### src/rtl/fec_pkg.sv
package fec_pkg;
  localparam logic [31:0] KEY_FIRST  = 32'h4567_0123;
  localparam logic [31:0] KEY_SECOND = 32'hCDEF_89AB;

  localparam int OFF_KEY  = 'h0;
  localparam int OFF_STAT = 'h4;
  localparam int OFF_CMD  = 'h8;
  localparam int OFF_OPT  = 'hC;

  // fixed option-word fields
  localparam logic [7:0] RDP_LEVEL  = 8'hAA;
  localparam logic [6:0] OPT_FIXED  = 7'b1110110;

  // command-word bit positions
  localparam int CMD_LOCK  = 31;
  localparam int CMD_START = 16;
  localparam int CMD_MASS  = 2;

  // status-word bit positions
  localparam int ST_EOP  = 0;
  localparam int ST_WPE  = 4;
  localparam int ST_BUSY = 16;

  typedef enum logic [2:0] {
    SEL_NONE, SEL_KEY, SEL_STAT, SEL_CMD, SEL_OPT
  } regSel_t;

  // strobes from the control to the datapath
  typedef struct packed {
    logic merLoad;
    logic merVal;
    logic launch;
    logic wrpHit;
    logic opDone;
    logic optLoad;
  } fecStrobe_t;
endpackage

### src/rtl/fec_bus_decode.sv
module fec_bus_decode
  import fec_pkg::*;
#(
  parameter int ADDR_W = 4
) (
  input  logic [ADDR_W-1:0] busAddr,
  input  logic              busWrEn,
  output logic              keyWr,
  output logic              statWr,
  output logic              cmdWr,
  output logic              optWr,
  output regSel_t           rdSel
);
  always_comb begin
    rdSel = SEL_NONE;
    case (int'(busAddr))
      OFF_KEY:  rdSel = SEL_KEY;
      OFF_STAT: rdSel = SEL_STAT;
      OFF_CMD:  rdSel = SEL_CMD;
      OFF_OPT:  rdSel = SEL_OPT;
      default:  rdSel = SEL_NONE;
    endcase
  end

  assign keyWr  = busWrEn && (rdSel == SEL_KEY);
  assign statWr = busWrEn && (rdSel == SEL_STAT);
  assign cmdWr  = busWrEn && (rdSel == SEL_CMD);
  assign optWr  = busWrEn && (rdSel == SEL_OPT);
endmodule

### src/rtl/fec_control.sv
module fec_control
  import fec_pkg::*;
#(
  parameter int ERASE_CYCLES = 16
) (
  input  logic        clk,
  input  logic        rst_n,
  input  logic        keyWr,
  input  logic        cmdWr,
  input  logic        optWr,
  input  logic [31:0] wrData,
  input  logic        anyProt,
  output logic        lockQ,
  output logic        busyQ,
  output logic        doneQ,
  output fecStrobe_t  stb
);
  localparam int CNT_W = $clog2(ERASE_CYCLES + 1);

  typedef enum logic { KS_IDLE, KS_HALF } keyState_t;

  keyState_t         keyState;
  logic [CNT_W-1:0]  cnt;
  logic              cmdAccept;
  logic              eraseReq;
  logic              lastTick;

  assign cmdAccept = cmdWr && !lockQ && !busyQ;
  assign eraseReq  = cmdAccept && wrData[CMD_START] && wrData[CMD_MASS];
  assign lastTick  = busyQ && (cnt == CNT_W'(1));

  always_comb begin
    stb.merLoad = cmdAccept;
    stb.merVal  = wrData[CMD_MASS];
    stb.launch  = eraseReq && !anyProt;
    stb.wrpHit  = eraseReq && anyProt;
    stb.opDone  = lastTick;
    stb.optLoad = optWr && !lockQ;
  end

  // unlock sequence and relock
  always_ff @(posedge clk) begin
    if (!rst_n) begin
      lockQ    <= 1'b1;
      keyState <= KS_IDLE;
    end else begin
      if (keyWr && lockQ) begin
        if (keyState == KS_IDLE && wrData == KEY_FIRST) begin
          keyState <= KS_HALF;
        end else if (keyState == KS_HALF && wrData == KEY_SECOND) begin
          keyState <= KS_IDLE;
          lockQ    <= 1'b0;
        end else begin
          keyState <= KS_IDLE;
        end
      end
      if (cmdAccept && wrData[CMD_LOCK]) begin
        lockQ    <= 1'b1;
        keyState <= KS_IDLE;
      end
    end
  end

  // erase countdown standing in for the array
  always_ff @(posedge clk) begin
    if (!rst_n) begin
      busyQ <= 1'b0;
      cnt   <= '0;
      doneQ <= 1'b0;
    end else begin
      doneQ <= lastTick;
      if (stb.launch) begin
        busyQ <= 1'b1;
        cnt   <= CNT_W'(ERASE_CYCLES);
      end else if (busyQ) begin
        cnt <= cnt - CNT_W'(1);
        if (lastTick) busyQ <= 1'b0;
      end
    end
  end
endmodule

### src/rtl/fec_datapath.sv
module fec_datapath
  import fec_pkg::*;
#(
  parameter int NUM_SECTORS = 12
) (
  input  logic        clk,
  input  logic        rst_n,
  input  fecStrobe_t  stb,
  input  logic        statWr,
  input  logic [31:0] wrData,
  input  logic        busRdEn,
  input  regSel_t     rdSel,
  input  logic        lockQ,
  input  logic        busyQ,
  output logic        anyProt,
  output logic        wpErrQ,
  output logic [31:0] rdData
);
  logic                   eopQ;
  logic                   merQ;
  logic                   startQ;
  logic                   optLockQ;
  logic [NUM_SECTORS-1:0] nwpQ;
  logic [31:0]            statWord;
  logic [31:0]            cmdWord;
  logic [31:0]            optWord;

  assign anyProt = !(&nwpQ);

  always_ff @(posedge clk) begin
    if (!rst_n) begin
      eopQ     <= 1'b0;
      wpErrQ   <= 1'b0;
      merQ     <= 1'b0;
      startQ   <= 1'b0;
      optLockQ <= 1'b1;
      nwpQ     <= '1;
    end else begin
      if (stb.opDone) eopQ <= 1'b1;
      else if (statWr && wrData[ST_EOP]) eopQ <= 1'b0;

      if (stb.wrpHit) wpErrQ <= 1'b1;
      else if (statWr && wrData[ST_WPE]) wpErrQ <= 1'b0;

      if (stb.merLoad) merQ <= stb.merVal;

      if (stb.launch) startQ <= 1'b1;
      else if (stb.opDone) startQ <= 1'b0;

      if (stb.optLoad) begin
        if (!optLockQ) nwpQ <= wrData[16 +: NUM_SECTORS];
        optLockQ <= wrData[0];
      end
    end
  end

  always_comb begin
    statWord           = '0;
    statWord[ST_EOP]   = eopQ;
    statWord[ST_WPE]   = wpErrQ;
    statWord[ST_BUSY]  = busyQ;

    cmdWord            = '0;
    cmdWord[CMD_LOCK]  = lockQ;
    cmdWord[CMD_START] = startQ;
    cmdWord[CMD_MASS]  = merQ;

    optWord                    = {16'h0000, RDP_LEVEL, OPT_FIXED, optLockQ};
    optWord[16 +: NUM_SECTORS] = nwpQ;
  end

  always_comb begin
    rdData = '0;
    if (busRdEn) begin
      case (rdSel)
        SEL_STAT: rdData = statWord;
        SEL_CMD:  rdData = cmdWord;
        SEL_OPT:  rdData = optWord;
        default:  rdData = '0;
      endcase
    end
  end
endmodule

### src/rtl/flash_erase_ctrl.sv
module flash_erase_ctrl
  import fec_pkg::*;
#(
  parameter int ADDR_W       = 4,
  parameter int NUM_SECTORS  = 12,
  parameter int ERASE_CYCLES = 16
) (
  input  logic              clk,
  input  logic              rst_n,
  input  logic [ADDR_W-1:0] busAddr,
  input  logic [31:0]       busWrData,
  input  logic              busWrEn,
  input  logic              busRdEn,
  output logic [31:0]       busRdData,
  output logic              eraseBusy,
  output logic              eraseDone
);
  logic       keyWr, statWr, cmdWr, optWr;
  regSel_t    rdSel;
  fecStrobe_t stb;
  logic       lockSig, busySig, anyProt, wpErrSig;

  fec_bus_decode #(.ADDR_W(ADDR_W)) uDec (
    .busAddr (busAddr),
    .busWrEn (busWrEn),
    .keyWr   (keyWr),
    .statWr  (statWr),
    .cmdWr   (cmdWr),
    .optWr   (optWr),
    .rdSel   (rdSel)
  );

  fec_control #(.ERASE_CYCLES(ERASE_CYCLES)) uCtl (
    .clk     (clk),
    .rst_n   (rst_n),
    .keyWr   (keyWr),
    .cmdWr   (cmdWr),
    .optWr   (optWr),
    .wrData  (busWrData),
    .anyProt (anyProt),
    .lockQ   (lockSig),
    .busyQ   (busySig),
    .doneQ   (eraseDone),
    .stb     (stb)
  );

  fec_datapath #(.NUM_SECTORS(NUM_SECTORS)) uDp (
    .clk     (clk),
    .rst_n   (rst_n),
    .stb     (stb),
    .statWr  (statWr),
    .wrData  (busWrData),
    .busRdEn (busRdEn),
    .rdSel   (rdSel),
    .lockQ   (lockSig),
    .busyQ   (busySig),
    .anyProt (anyProt),
    .wpErrQ  (wpErrSig),
    .rdData  (busRdData)
  );

  assign eraseBusy = busySig;
endmodule

### config.mk
export PLATFORM = sky130hd
export DESIGN_NAME = flash_erase_ctrl
export DESIGN_NICKNAME = d
export VERILOG_FILES = /design/src/rtl/fec_pkg.sv /design/src/rtl/fec_bus_decode.sv /design/src/rtl/fec_control.sv /design/src/rtl/fec_datapath.sv /design/src/rtl/flash_erase_ctrl.sv
export SDC_FILE = /design/constraint.sdc
export NUM_CORES = 1
export LEC_CHECK = 0
export BUFFER_PORTS_ARGS = -buffer_cell sky130_fd_sc_hd__buf_2
export CORE_ASPECT_RATIO = 1.4
export CORE_MARGIN = 4
export CORE_UTILIZATION = 40
export CTS_CLUSTER_DIAMETER = 100
export DETAILED_ROUTE_END_ITERATION = 8
export PLACE_DENSITY = 0.72
export SETUP_SLACK_MARGIN = 0.1
export SYNTH_ARGS = -nofsm -noshare
export SYNTH_HDL_FRONTEND = slang
export SYNTH_SLANG_ARGS = --single-unit
### constraint.sdc
create_clock -name clk -period 2.63 [get_ports clk]
set_input_delay 0.526 -clock clk [delete_from_list [all_inputs] [get_ports clk]]
set_output_delay 0.526 -clock clk [all_outputs]
set_load 0.02 [all_outputs]
After elaboration in Yosys (flattened, before gate mapping)
Index checks and enable logic that the tools add are counted.

storage, ports and cells
  bits of input ports = 40
  output and inout port bits = 34
  register bits = 26
  word-level logic and storage cells = 73

operators by class
  mux-type cells = 15
  add/subtract/negate cells = 1
  reductions and logical operators = 31
  equality and inequality tests = 10
  bitwise logic cells = 4

operators with widths
  operator                                                                  count
  32-bit one-hot mux with 3 select lines                                    1
  32-bit by 31-bit equality test with 1-bit output (second input constant)  1
  32-bit equality test (second input constant)                              1
  32-bit 2-to-1 mux                                                         1
  1-bit logical AND                                                         18
  3-bit one-hot mux with 4 select lines                                     1
  12-bit AND reduction                                                      1
  1-bit 2-to-1 mux                                                          10
  5-bit 2-to-1 mux                                                          2
  4-bit equality test (second input constant)                               2
  2-bit nonzero test                                                        4
  3-bit by 2-bit equality test with 1-bit output (second input constant)    2
  5-bit by 1-bit equality test with 1-bit output (second input constant)    1
  5-bit by 1-bit subtractor with 5-bit output (second input constant)       1
  4-bit by 3-bit equality test with 1-bit output (second input constant)    1
  4-bit logical NOT                                                         1
  1-bit NOT                                                                 4
  2-bit OR reduction                                                        2
  3-bit by 1-bit equality test with 1-bit output (second input constant)    1
  3-bit equality test (second input constant)                               1
  1-bit logical NOT                                                         3
  3-bit AND reduction                                                       1
  2-bit AND reduction                                                       1

Depth between registers and ports, before layout
Gate-level depths: netlist (run 1).

  word-level depth = 10
  gate-level depth with buffers = 6
  gate-level depth less buffers = 6

Cells and area by module
Synthesis (run 1) repeated with hierarchy kept, for this count alone.

unflattened totals
  cells, all modules = 186
  area total of the unflattened synthesis = 1650.3 um^2

modules (own cells, without submodules)
  module          sequential area each (um^2)  area each (um^2)  times used  cells an instance
  fec_datapath    340.3                        987.2             1           112
  fec_control     180.2                        590.6             1           64
  fec_bus_decode  0.0                          72.6              1           10

Least setup slack after synthesis (run 1)
Ideal clock, no wire load.

  path kind = input -> output
  from = input port busAddr[2]
  to = output port busRdData[17]
  arrival = 1.942 ns
  buffers on the path = 2
  stages on the path = 5
  path slack = 0.162 ns
  data required time = 2.104 ns
  cells stage by stage = buf_6 -> or3b_1 -> nor2_1 -> clkbuf_1 -> and2_1

on the way
  word-level cells in the longest chain between the ends = 5
  elaborated cells on any way between the ends = 10
  those cells by class = eq/ne (6); mux (3); reduce/logical (1)

ends and longest elaborated chain
  element                                                                                RTL line                source
  from (decl)                                                                            flash_erase_ctrl.sv:10  input logic [ADDR_W-1:0] busAddr,
  4-bit equality test (tied with other cells)                                            fec_bus_decode.sv:16    case (int'(busAddr))
  3-bit one-hot mux with 4 select lines *                                                fec_bus_decode.sv:16
  3-bit equality test or 3-bit by 2-bit equality test with 1-bit output (tied branches)  fec_datapath.sv:75      case (rdSel)
  32-bit one-hot mux with 3 select lines *                                               fec_datapath.sv:75
  32-bit 2-to-1 mux *                                                                    fec_datapath.sv:74      if (busRdEn) begin
  to (decl)                                                                              flash_erase_ctrl.sv:14  output logic [31:0] busRdData,

Every way passes the cells marked *; elsewhere a longest branch is shown, timed or not.

Worst setup path after layout (run 1)
  from = input port busAddr[2]
  to = output port busRdData[23]

Same word-level chain as after synthesis.

==> metrics.txt, run 1 <==
Post-DRT Antenna Nets=0; power density normalized to cell area=444 mW/mm^2; number of buffers added by the clock tree synthesis step=3; remaining routing DRC violations=0; number of nets in the layout=270; Cell Area, Synth=0.00153 mm^2; antenna violations before repair=0; Placed Cells=265; routed length per instance=13.5 um; chip height=81.2 um; root cell of the clock tree=clkbuf_8; Port-buffer cells=65; worst skew pair latency=270 ps; fill cell instance count of the final layout=398; fraction of final layout cells sized beyond drive strength 1=0.326; prevailing post-synth register cell=dfxtp_1; Tightest Pin Transition=slightly above 500 ps; number of flip-flops and latches in the synthesized netlist=26; final weighted congestion in routability-driven placement=0.909; number of iterations in the first detailed-routing pass=4; crit share post-route=0.849; via count of the first global-routing pass=1284; Lkg Pwr=between 0.8 and 0.9 nW; status=finished clean; standard-cell row count=26; Ports=between 70 and 80; All-Layer GR Usage=0.152; Maximum Capacitance Violations=0; routed wire length=3620 um; final cell count without fillers=269; total via count in the routed design=1398; largest net degree at the start of global routing=23; crit path capture type=output port; number of failing hold endpoints at the final stage=0; post-synthesis sequential area ratio=0.340; worst clock skew=3.63 ps; Final Max Slew Viols=0; number of gates resized after CTS=0; violation count after the first detailed-routing iteration=17; # H-tree levels=1; antenna cell count=0; Final setup viols=0; effective utilization at floorplan=0.416; Placement Cell Area=0.00177 mm^2; overall die area=0.00489 mm^2; post-synth top area share=0.340; dpl ws=around 380 ps; aggregate global routing overflow=0; global-route wire length before repair=5670 um; setup_tns=0 ps; number of standard cells after synthesis=172; highest fanout seen on the critical path=19; core area=~0.0037 mm^2; Critical Path AT=1710 ps; library cells used by synthesis=41; relative slew slack=0.658; Tightest Hold Check Type=reg -> reg; clock period minus worst slack=roughly 2200 ps; clock slew at reported path FFs=90 ps; average vias per placed instance=5.20; largest buffer count on any clock path=2; post-route cell area=0.00184 mm^2; Area Growth Syn to Fin=20.3%; leading post-synthesis cells by cell area=dfxtp_1, mux2i_1, buf_4; CP Data Required Time=2100 ps; setup slack after layout=398 ps; share of async-settable or async-resettable flops after synthesis=0; post-detailed-placement half-perimeter wirelength=between 2000 and 3000 um; IR drop worst, VDD=0.306 mV; cell taking the most area after synthesis=dfxtp_1; number of flops mapped to enable cells by yosys=0; synth cell count leaders=dfxtp_1, nand2_1, mux2i_1; number of clock sinks seen by CTS=26; RSZ-0062 raised after global routing=false; die extent in x=60.3 um; CTS tree=yes; startpoint type of the worst setup path=primary input; Critical Setup Path Class=in -> out; post-CTS setup repair buffer count=0; Synthesis Warnings=0; average cell area after synthesis=8.89 um^2; maximum clock frequency=0.448 GHz; hold-fix buffers at CTS=0; leading cell type by number of instances after synthesis=dfxtp_1
-- stage by stage --
stage                     utilization  total power, W  hold WS [ps]
after floorplan                     -        0.000461           439
after global placement          0.481        0.000493           460
after detailed placement        0.481        0.000493           466
after CTS                       0.500        0.000821           479
after global routing            0.500        0.000848           488
final                           0.500        0.000817           478
-- layer usage --
| metal | share of wire | global-route usage | vias to the layer above |
|---|---|---|---|
| li1 | - | - | 694 |
| met1 | 0.40 | 0.177 | 660 |
| met2 | 0.54 | 0.274 | 39 |
| met4 | 0.015 | 0.0532 | 0 |
| met3 | 0.052 | 0.0223 | 5 |
| met5 | 0 | 0 | - |
-- registers in the layout, indices dropped and copies added (netlist names) --
signal / flops
uDp.eopQ: 1
uCtl.doneQ: 1
uCtl.cnt: 5
uDp.nwpQ: 12
uCtl.lockQ: 1
uCtl.busyQ: 1
uCtl.keyState: 1
uDp.startQ: 1
uDp.merQ: 1
uDp.optLockQ: 1
uDp.wpErrQ: 1
-- worst paths after layout --
check              from             to  slack, ps  depth (start not counted)
max          busAddr[2]  busRdData[23]        400                          6
max reg2reg  uCtl.busyQ    uCtl.cnt[1]        990                          4
min          uDp.startQ     uDp.startQ        480                          2
min reg2reg  uDp.startQ     uDp.startQ        480                          2
-- report_power, final --
| group | leakage (nW) | total, W | switching, W | internal, W |
|---|---|---|---|---|
| clock | 0.0357 | 0.000334 | 0.000130 | 0.000204 |
| sequential | 0.210 | 0.000393 | 0.000000000000000146 | 0.000393 |
| combinational | 0.588 | 0.0000903 | 0.0000535 | 0.0000368 |
| total | 0.833 | 0.000817 | 0.000183 | 0.000634 |
-- layout by cell type, fill, tap and decap left out, types with 3 or more instances in the layout --
cell type and instances:
buf_2 65, dfxtp_1 26, nand2_1 23, mux2i_1 16, nor2_1 12, and2_1 11
conb_1 8, nand4_1 7, a21boi_0 6, nor4b_1 5, nand3_1 3, xnor2_1 3
nor3_1 3, nor4bb_1 3, clkbuf_8 3
-- kinds of logic (layout without fill, tap and decap cells) --
family	count (synthesis)	in the layout	share of synthesized area
XOR/XNOR	4	4	0.0229
adder cells (fa/ha/maj)	2	2	0.0164
other	1	8	0.00245
buffers and inverters	24	72	0.118
flip-flops	26	26	0.340
AND/OR/NAND/NOR	86	86	0.325
AO/OA/AOI/OAI	13	13	0.0704
multiplexers	16	16	0.105
-- layout make-up --
class,instances,area [um^2],area share
Multi-Input combinational cell,129,855,0.465
Clock buffer,3,41.3,0.0224
Inverter,2,7.51,0.00408
Tap cell,42,52.6,0.0286
Timing Repair Buffer,66,333,0.181
Clock inverter,1,30.0,0.0163
Sequential cell,26,520,0.283
-- critical path, cell delays in order --
cell and delay [ps]:
buf_2 160, or3b_1 400, nor2_1 120, buf_4 190, and2_1 140, buf_2 160
Note: power is estimated with default switching activity, not from simulation.
==> run 2: changes to the inputs <==
Settings changed: ABC_AREA set to 1, PLACE_DENSITY 0.72 to 0.71.
Clock period 2.63 ns to 2.3 ns, I/O delays scaled along.
==> run 2 against run 1 <==
  * Total power is 0.23% higher
  * Hold slack worse by 82 ps
  * Cell count is 35% higher
  * Clock skew is 2.2 ps lower
  * Sequential share of layout area is 1.3 points lower
  * Synthesized cell count is 54% higher
  * Core utilization is 0.93 points lower
  * Clock power is 23% lower
  * Wire length is 9.8% higher
  * Via count is 22% higher
  * Largest cell class unchanged
==> metrics.txt, run 2 <==
status=finished clean; standard-cell row count=27 (+3.8%); largest net degree at the start of global routing=18 (-22%); final cell count without fillers=362 (+35%); total via count in the routed design=1700 (+22%); cell taking the most area after synthesis=dfxtp_1; Critical Setup Path Class=in -> out; number of flip-flops and latches in the synthesized netlist=26 (unchanged); area share of and/or/nand/nor cells after synthesis=0.435 (+0.111); synth cell count leaders=nand2_1, nor2_1, inv_1; peak per-stage delay on the critical path=270 ps (-130 ps); power density normalized to cell area=426 mW/mm^2 (-4.2%); worst skew pair latency=270 ps (about the same); leading post-synthesis cells by cell area=dfxtp_1, nand2_1, nor2_1; number of standard cells after synthesis=265 (+54%); remaining routing DRC violations=0 (unchanged); Ports=74 (unchanged); average cell area after synthesis=6.10 um^2 (-31%); All-Layer GR Usage=0.164 (+0.0120); Reg with most FFs=uDp.nwpQ; Register Area=520 um^2 (unchanged); violation count after the first detailed-routing iteration=28 (+11); setup_tns=0 ps (unchanged); prevailing post-synth register cell=dfxtp_1; die extent in x=61.8 um (+2.5%); final core occ=0.491 (-0.00928); fraction of the mapped netlist area in compound gates=0.0410 (-0.0294); Final Max Slew Viols=0 (unchanged); largest buffer count on any clock path=2 (unchanged); clock period minus worst slack=2000 ps; library cells used by synthesis=24 (-41%); Fin Hold WS=397 ps (-81.9 ps); average vias per placed instance=4.70 (-9.6%); registers with the most flip-flops=uDp.nwpQ (12), uCtl.cnt (5); post-route cell area=0.00192 mm^2 (+4.6%); clock slew at reported path FFs=80 ps (about the same); antenna violations before repair=0 (unchanged); fill cell instance count of the final layout=443 (+11%); fraction of final layout cells sized beyond drive strength 1=0.241 (-0.0846); core area=0.00392 mm^2 (+6.6%); aggregate global routing overflow=0 (unchanged); antenna cell count=0 (unchanged); Area Growth Syn to Fin=18.9%; number of buffers added by the clock tree synthesis step=3 (unchanged); final weighted congestion in routability-driven placement=0.808 (-11%); XOR/XNOR Fraction of Synth Area=0.0217 (-0.00126); post-synthesis sequential area ratio=0.322 (-0.0187); Port-buffer cells=65 (unchanged); number of nets in the layout=363 (+34%); hold-fix buffers at CTS=0 (unchanged); Synthesis Warnings=0 (unchanged); Maximum Capacitance Violations=0 (unchanged); routed length per instance=11.0 um (-18%); maximum clock frequency=0.499 GHz; most frequent cells in the layout=nand2_1, buf_2, nor2_1; flip-flop count of the largest register after layout=12 (unchanged); effective utilization at floorplan=0.413 (-0.00309); overall die area=0.00514 mm^2 (+5.1%); IR drop worst, VDD=0.292 mV (-4.5%); post-detailed-placement half-perimeter wirelength=3310 um (+12%); chip height=83.2 um (+2.6%); post-synth top area share=0.322 (-0.0187); Critical Path AT=1540 ps (-170 ps); number of flops mapped to enable cells by yosys=0 (unchanged); most common library cell in the layout ignoring fill and taps=nand2_1; startpoint type of the worst setup path=primary input; # H-tree levels=1 (unchanged); crit path capture type=output port; crit share post-route=0.870; fraction of synthesized area in multiplexers=0 (-0.105); number of clock sinks seen by CTS=26 (unchanged); number of failing hold endpoints at the final stage=0 (unchanged); Post-DRT Antenna Nets=0 (unchanged); leading cell type by number of instances after synthesis=nand2_1; share of async-settable or async-resettable flops after synthesis=0 (unchanged); Final setup viols=0 (unchanged); highest fanout seen on the critical path=11 (-8); multi-input gate area in the final layout=863 um^2 (+1.0%); series of cell instances along the critical path=buf_2, inv_1, nand2_1, nor3_4, buf_4, nand2_1, nor2_1, buf_2; reg-to-reg slack, setup=910 ps (-80 ps); critical path's slowest cell=nor3_4; Cell Area, Synth=0.00162 mm^2 (+5.8%); combinational family with the most area after synthesis=simple AND/OR/NAND/NOR gates; CTS tree=yes; adder and majority cell fraction of the synthesized area=0.0155 (-0.000899); Tightest Hold Check Type=in -> reg; worst clock skew=1.39 ps (-2.24 ps); global-route wire length before repair=6590 um (+16%); number of iterations in the first detailed-routing pass=4 (unchanged); CP Data Required Time=1840 ps (-260 ps); Lkg Pwr=1.07 nW (+28%); via count of the first global-routing pass=1602 (+25%); RSZ-0062 raised after global routing=false; root cell of the clock tree=clkbuf_8; routed wire length=3980 um (+9.8%); Placed Cells=359 (+35%); Placement Cell Area=0.00188 mm^2 (+6.4%)
-- run 2: routing by layer --
layer  GRT usage  vias to the layer above  part of all wire
met2       0.303                       38              0.55
li1            -                      906                 -
met5           0                        -                 0
met3      0.0233                        5             0.041
met1       0.178                      751              0.40
met4      0.0521                        0             0.015
-- run 2: cell type report --
type | instances | share of cell area
Sequential cell | 26 | 0.270
Multi-Input combinational cell | 194 | 0.449
Timing Repair Buffer | 66 | 0.173
Clock buffer | 3 | 0.0215
Inverter | 30 | 0.0585
Tap cell | 43 | 0.0280
-- run 2: final timing paths --
path,start,end,cells past startpoint
max,busAddr[0],busRdData[23],8
min,busWrData[21],uDp.nwpQ[5],3
max reg2reg,uCtl.busyQ,uCtl.cnt[1],6
min reg2reg,uDp.merQ,uDp.merQ,2
-- run 2: cell families (layout without fill, tap and decap cells) --
logic type | after synthesis | count (layout)
xor gates and xnor gates | 4 | 4
buffers and inverters | 52 | 99
adders and majority gates | 2 | 2
AOI/OAI and AO/OA | 12 | 12
DFF | 26 | 26
other | 1 | 8
and+or+nand+nor | 168 | 168
-- run 2: stage by stage --
step | power (W) | setup slack [ps]
2_1_floorplan | 0.000531 | 184
3_3_place_gp | 0.000572 | 276
3_5_place_dp | 0.000574 | 252
4_1_cts | 0.000830 | 244
5_1_grt | 0.000856 | 194
6_report | 0.000819 | 298
-- run 2: power breakdown --
group                 switching [W]  internal [W]  total (W)  leakage, nW
clock network              0.000139      0.000117   0.000257       0.0216
logic                     0.0000725     0.0000400   0.000112        0.835
registers      0.000000000000000434      0.000450   0.000450        0.210
-- run 2: repair_timing --
| item | in CTS | in global routing |
|---|---|---|
| endpoints found under the setup margin | 0 | 8 |
| setup buffers | 0 | 0 |
| gates resized for setup | 0 | 1 |
-- run 2: critical path, delay by kind of cell --
family | cells | cell delay, ps
AND/OR/NAND/NOR | 4 | 530
buffers and inverters | 4 | 540
==> run 3: changes to the inputs <==
--- a/constraint.sdc
+++ b/constraint.sdc
@@ -3,2 +3,2 @@
 set_output_delay 0.46 -clock clk [all_outputs]
-set_load 0.02 [all_outputs]
+set_load 0.1 [all_outputs]
==> run 3 against run 2 <==
  * Core utilization increased by 13 points
  * Largest cell class unchanged
  * Cell count rose by 1.1%
  * Wire length rose by 3.8%
  * Critical path type unchanged
  * Register-to-register slack improved by 30 ps
==> metrics.txt, run 3 (same netlist as run 2, synthesis figures left out) <==
Top Family by Delay on Critical Path=buffers and inverters; Ports=74 (unchanged); CTS tree=yes; Maximum Capacitance Violations=0 (unchanged); Final setup viols=0 (unchanged); Post-DRT Antenna Nets=0 (unchanged); number of iterations in the first detailed-routing pass=4 (unchanged); largest net degree at the start of global routing=18 (unchanged); Area Growth Syn to Fin=50.5%; Tightest Hold Check Type=in -> reg; status=finished clean; via count of the first global-routing pass=1708 (+6.6%); post-detailed-placement half-perimeter wirelength=3470 um (+4.7%); peak per-stage delay on the critical path=230 ps (-40 ps); violation count after the first detailed-routing iteration=53 (+89%); worst skew pair latency=270 ps (about the same); largest buffer count on any clock path=2 (unchanged); critical path's slowest cell=nor3_4; flip-flop count of the largest register after layout=12 (unchanged); effective utilization at floorplan=0.413 (unchanged); chip height=83.2 um (unchanged); overall die area=0.00514 mm^2 (unchanged); final weighted congestion in routability-driven placement=0.799 (-1.1%); startpoint type of the worst setup path=primary input; antenna violations before repair=0 (unchanged); clock slew at reported path FFs=90 ps (about the same); aggregate global routing overflow=0 (unchanged); number of buffers added by the clock tree synthesis step=3 (unchanged); Critical Path AT=1590 ps (+50 ps); reg-to-reg slack, setup=940 ps (+30 ps); remaining routing DRC violations=0 (unchanged); power density normalized to cell area=439 mW/mm^2 (+3.1%); registers with the most flip-flops=uDp.nwpQ (12), uCtl.cnt (5); clock period minus worst slack=2050 ps (+44.0 ps); Placement Cell Area=0.00236 mm^2 (+25%); number of buffers and inverters on the critical path=4 (unchanged); Critical Setup Path Class=in -> out; most common library cell in the layout ignoring fill and taps=nand2_1; post-layout power=0.00107 W (+30%); core area=0.00392 mm^2 (unchanged); CP Data Required Time=1840 ps (about the same); routed length per instance=11.3 um (+2.7%); hold-fix buffers at CTS=0 (unchanged); worst clock skew=2.34 ps (+0.957 ps); number of failing hold endpoints at the final stage=0 (unchanged); number of nets in the layout=366 (+0.83%); crit path capture type=output port; routed wire length=4130 um (+3.8%); root cell of the clock tree=clkbuf_8; number of clock sinks seen by CTS=26 (unchanged); fraction of final layout cells sized beyond drive strength 1=0.316 (+0.0744); maximum clock frequency=0.489 GHz (-2.1%); # H-tree levels=1 (unchanged); Reg with most FFs=uDp.nwpQ; Port-buffer cells=65 (unchanged); average vias per placed instance=4.82 (+2.6%); crit share post-route=0.890 (+0.0191); All-Layer GR Usage=0.171 (+0.00776); IR drop worst, VDD=0.349 mV (+20%); global-route wire length before repair=7000 um (+6.3%); RSZ-0062 raised after global routing=false; Lkg Pwr=1.16 nW (+8.6%); antenna cell count=0 (unchanged); die extent in x=61.8 um (unchanged); highest fanout seen on the critical path=11 (unchanged); standard-cell row count=27 (unchanged); post-route cell area=0.00243 mm^2 (+27%); series of cell instances along the critical path=buf_2, inv_12, nand2_4, nor3_4, buf_4, nand2_1, nor2_2, buf_12; total via count in the routed design=1764 (+3.8%); most frequent cells in the layout=nand2_1, buf_2, nor2_1; Final Max Slew Viols=0 (unchanged)
-- run 3: cell count changes in the layout (fill, tap and decap cells not counted), moves of 2 or more --
cell     delta
buf_4       +2
nor2_1     -12
nor2_2     +11
a21oi_1     -2
inv_1       -4
buf_2      -24
buf_12     +25
-- run 3: worst paths after layout --
path                   endpoint     startpoint  cells past startpoint
setup / recovery  busRdData[19]     busAddr[1]                      8
hold / removal      uDp.nwpQ[8]  busWrData[24]                      3
setup reg to reg    uDp.nwpQ[5]     uCtl.lockQ                      5
hold reg to reg        uDp.merQ       uDp.merQ                      2
-- run 3: final cells by class --
cell class,instances,area (um^2)
Clock buffer,3,41.3
Clock inverter,1,30.0
Fill cell,346,1480
Inverter,30,134
Multi-Input combinational cell,194,926
Sequential cell,26,522
Tap cell,43,53.8
Timing Repair Buffer,69,728
-- run 3: power breakdown --
part	switching (W)	internal (W)	total, W
registers	0.000000000000000420	0.000450	0.000450
logic	0.000172	0.0000664	0.000239
clock network	0.000147	0.000233	0.000380
-- run 3: metrics by stage --
step / hold WS (ps) / setup slack, ps / cells / utilization / setup TNS, ps
2_1_floorplan: 440 / -282 / 272 / - / -1850
3_3_place_gp: 453 / 167 / 361 / 0.601 / 0
3_5_place_dp: 462 / 136 / 361 / 0.601 / 0
4_1_cts: 396 / 136 / 365 / 0.619 / 0
5_1_grt: 398 / 137 / 366 / 0.621 / 0
6_report: 397 / 254 / 366 / 0.621 / 0
-- run 3: worst register-to-register path, delay by kind of cell, from the launching register on --
| kind | cells | cell delay [ps] |
|---|---|---|
| flip-flops | 1 | 350 |
| AND/OR/NAND/NOR | 4 | 690 |
| buffers and inverters | 1 | 270 |
-- run 3: routing by layer --
metal | vias up | share of wire | wire (um) | track usage
li1 | 911 | - | - | -
met1 | 785 | 0.37 | 1540 | 0.183
met2 | 62 | 0.55 | 2250 | 0.325
met3 | 6 | 0.071 | 294 | 0.0295
met4 | 0 | 0.010 | 43 | 0.0405
met5 | - | 0 | 0 | 0
-- run 3: what timing repair did --
item,4_1_cts,5_1_grt
hold endpoints to repair,0,0
setup buffers,0,1
endpoints found under the setup margin,0,11
resized for setup,0,0
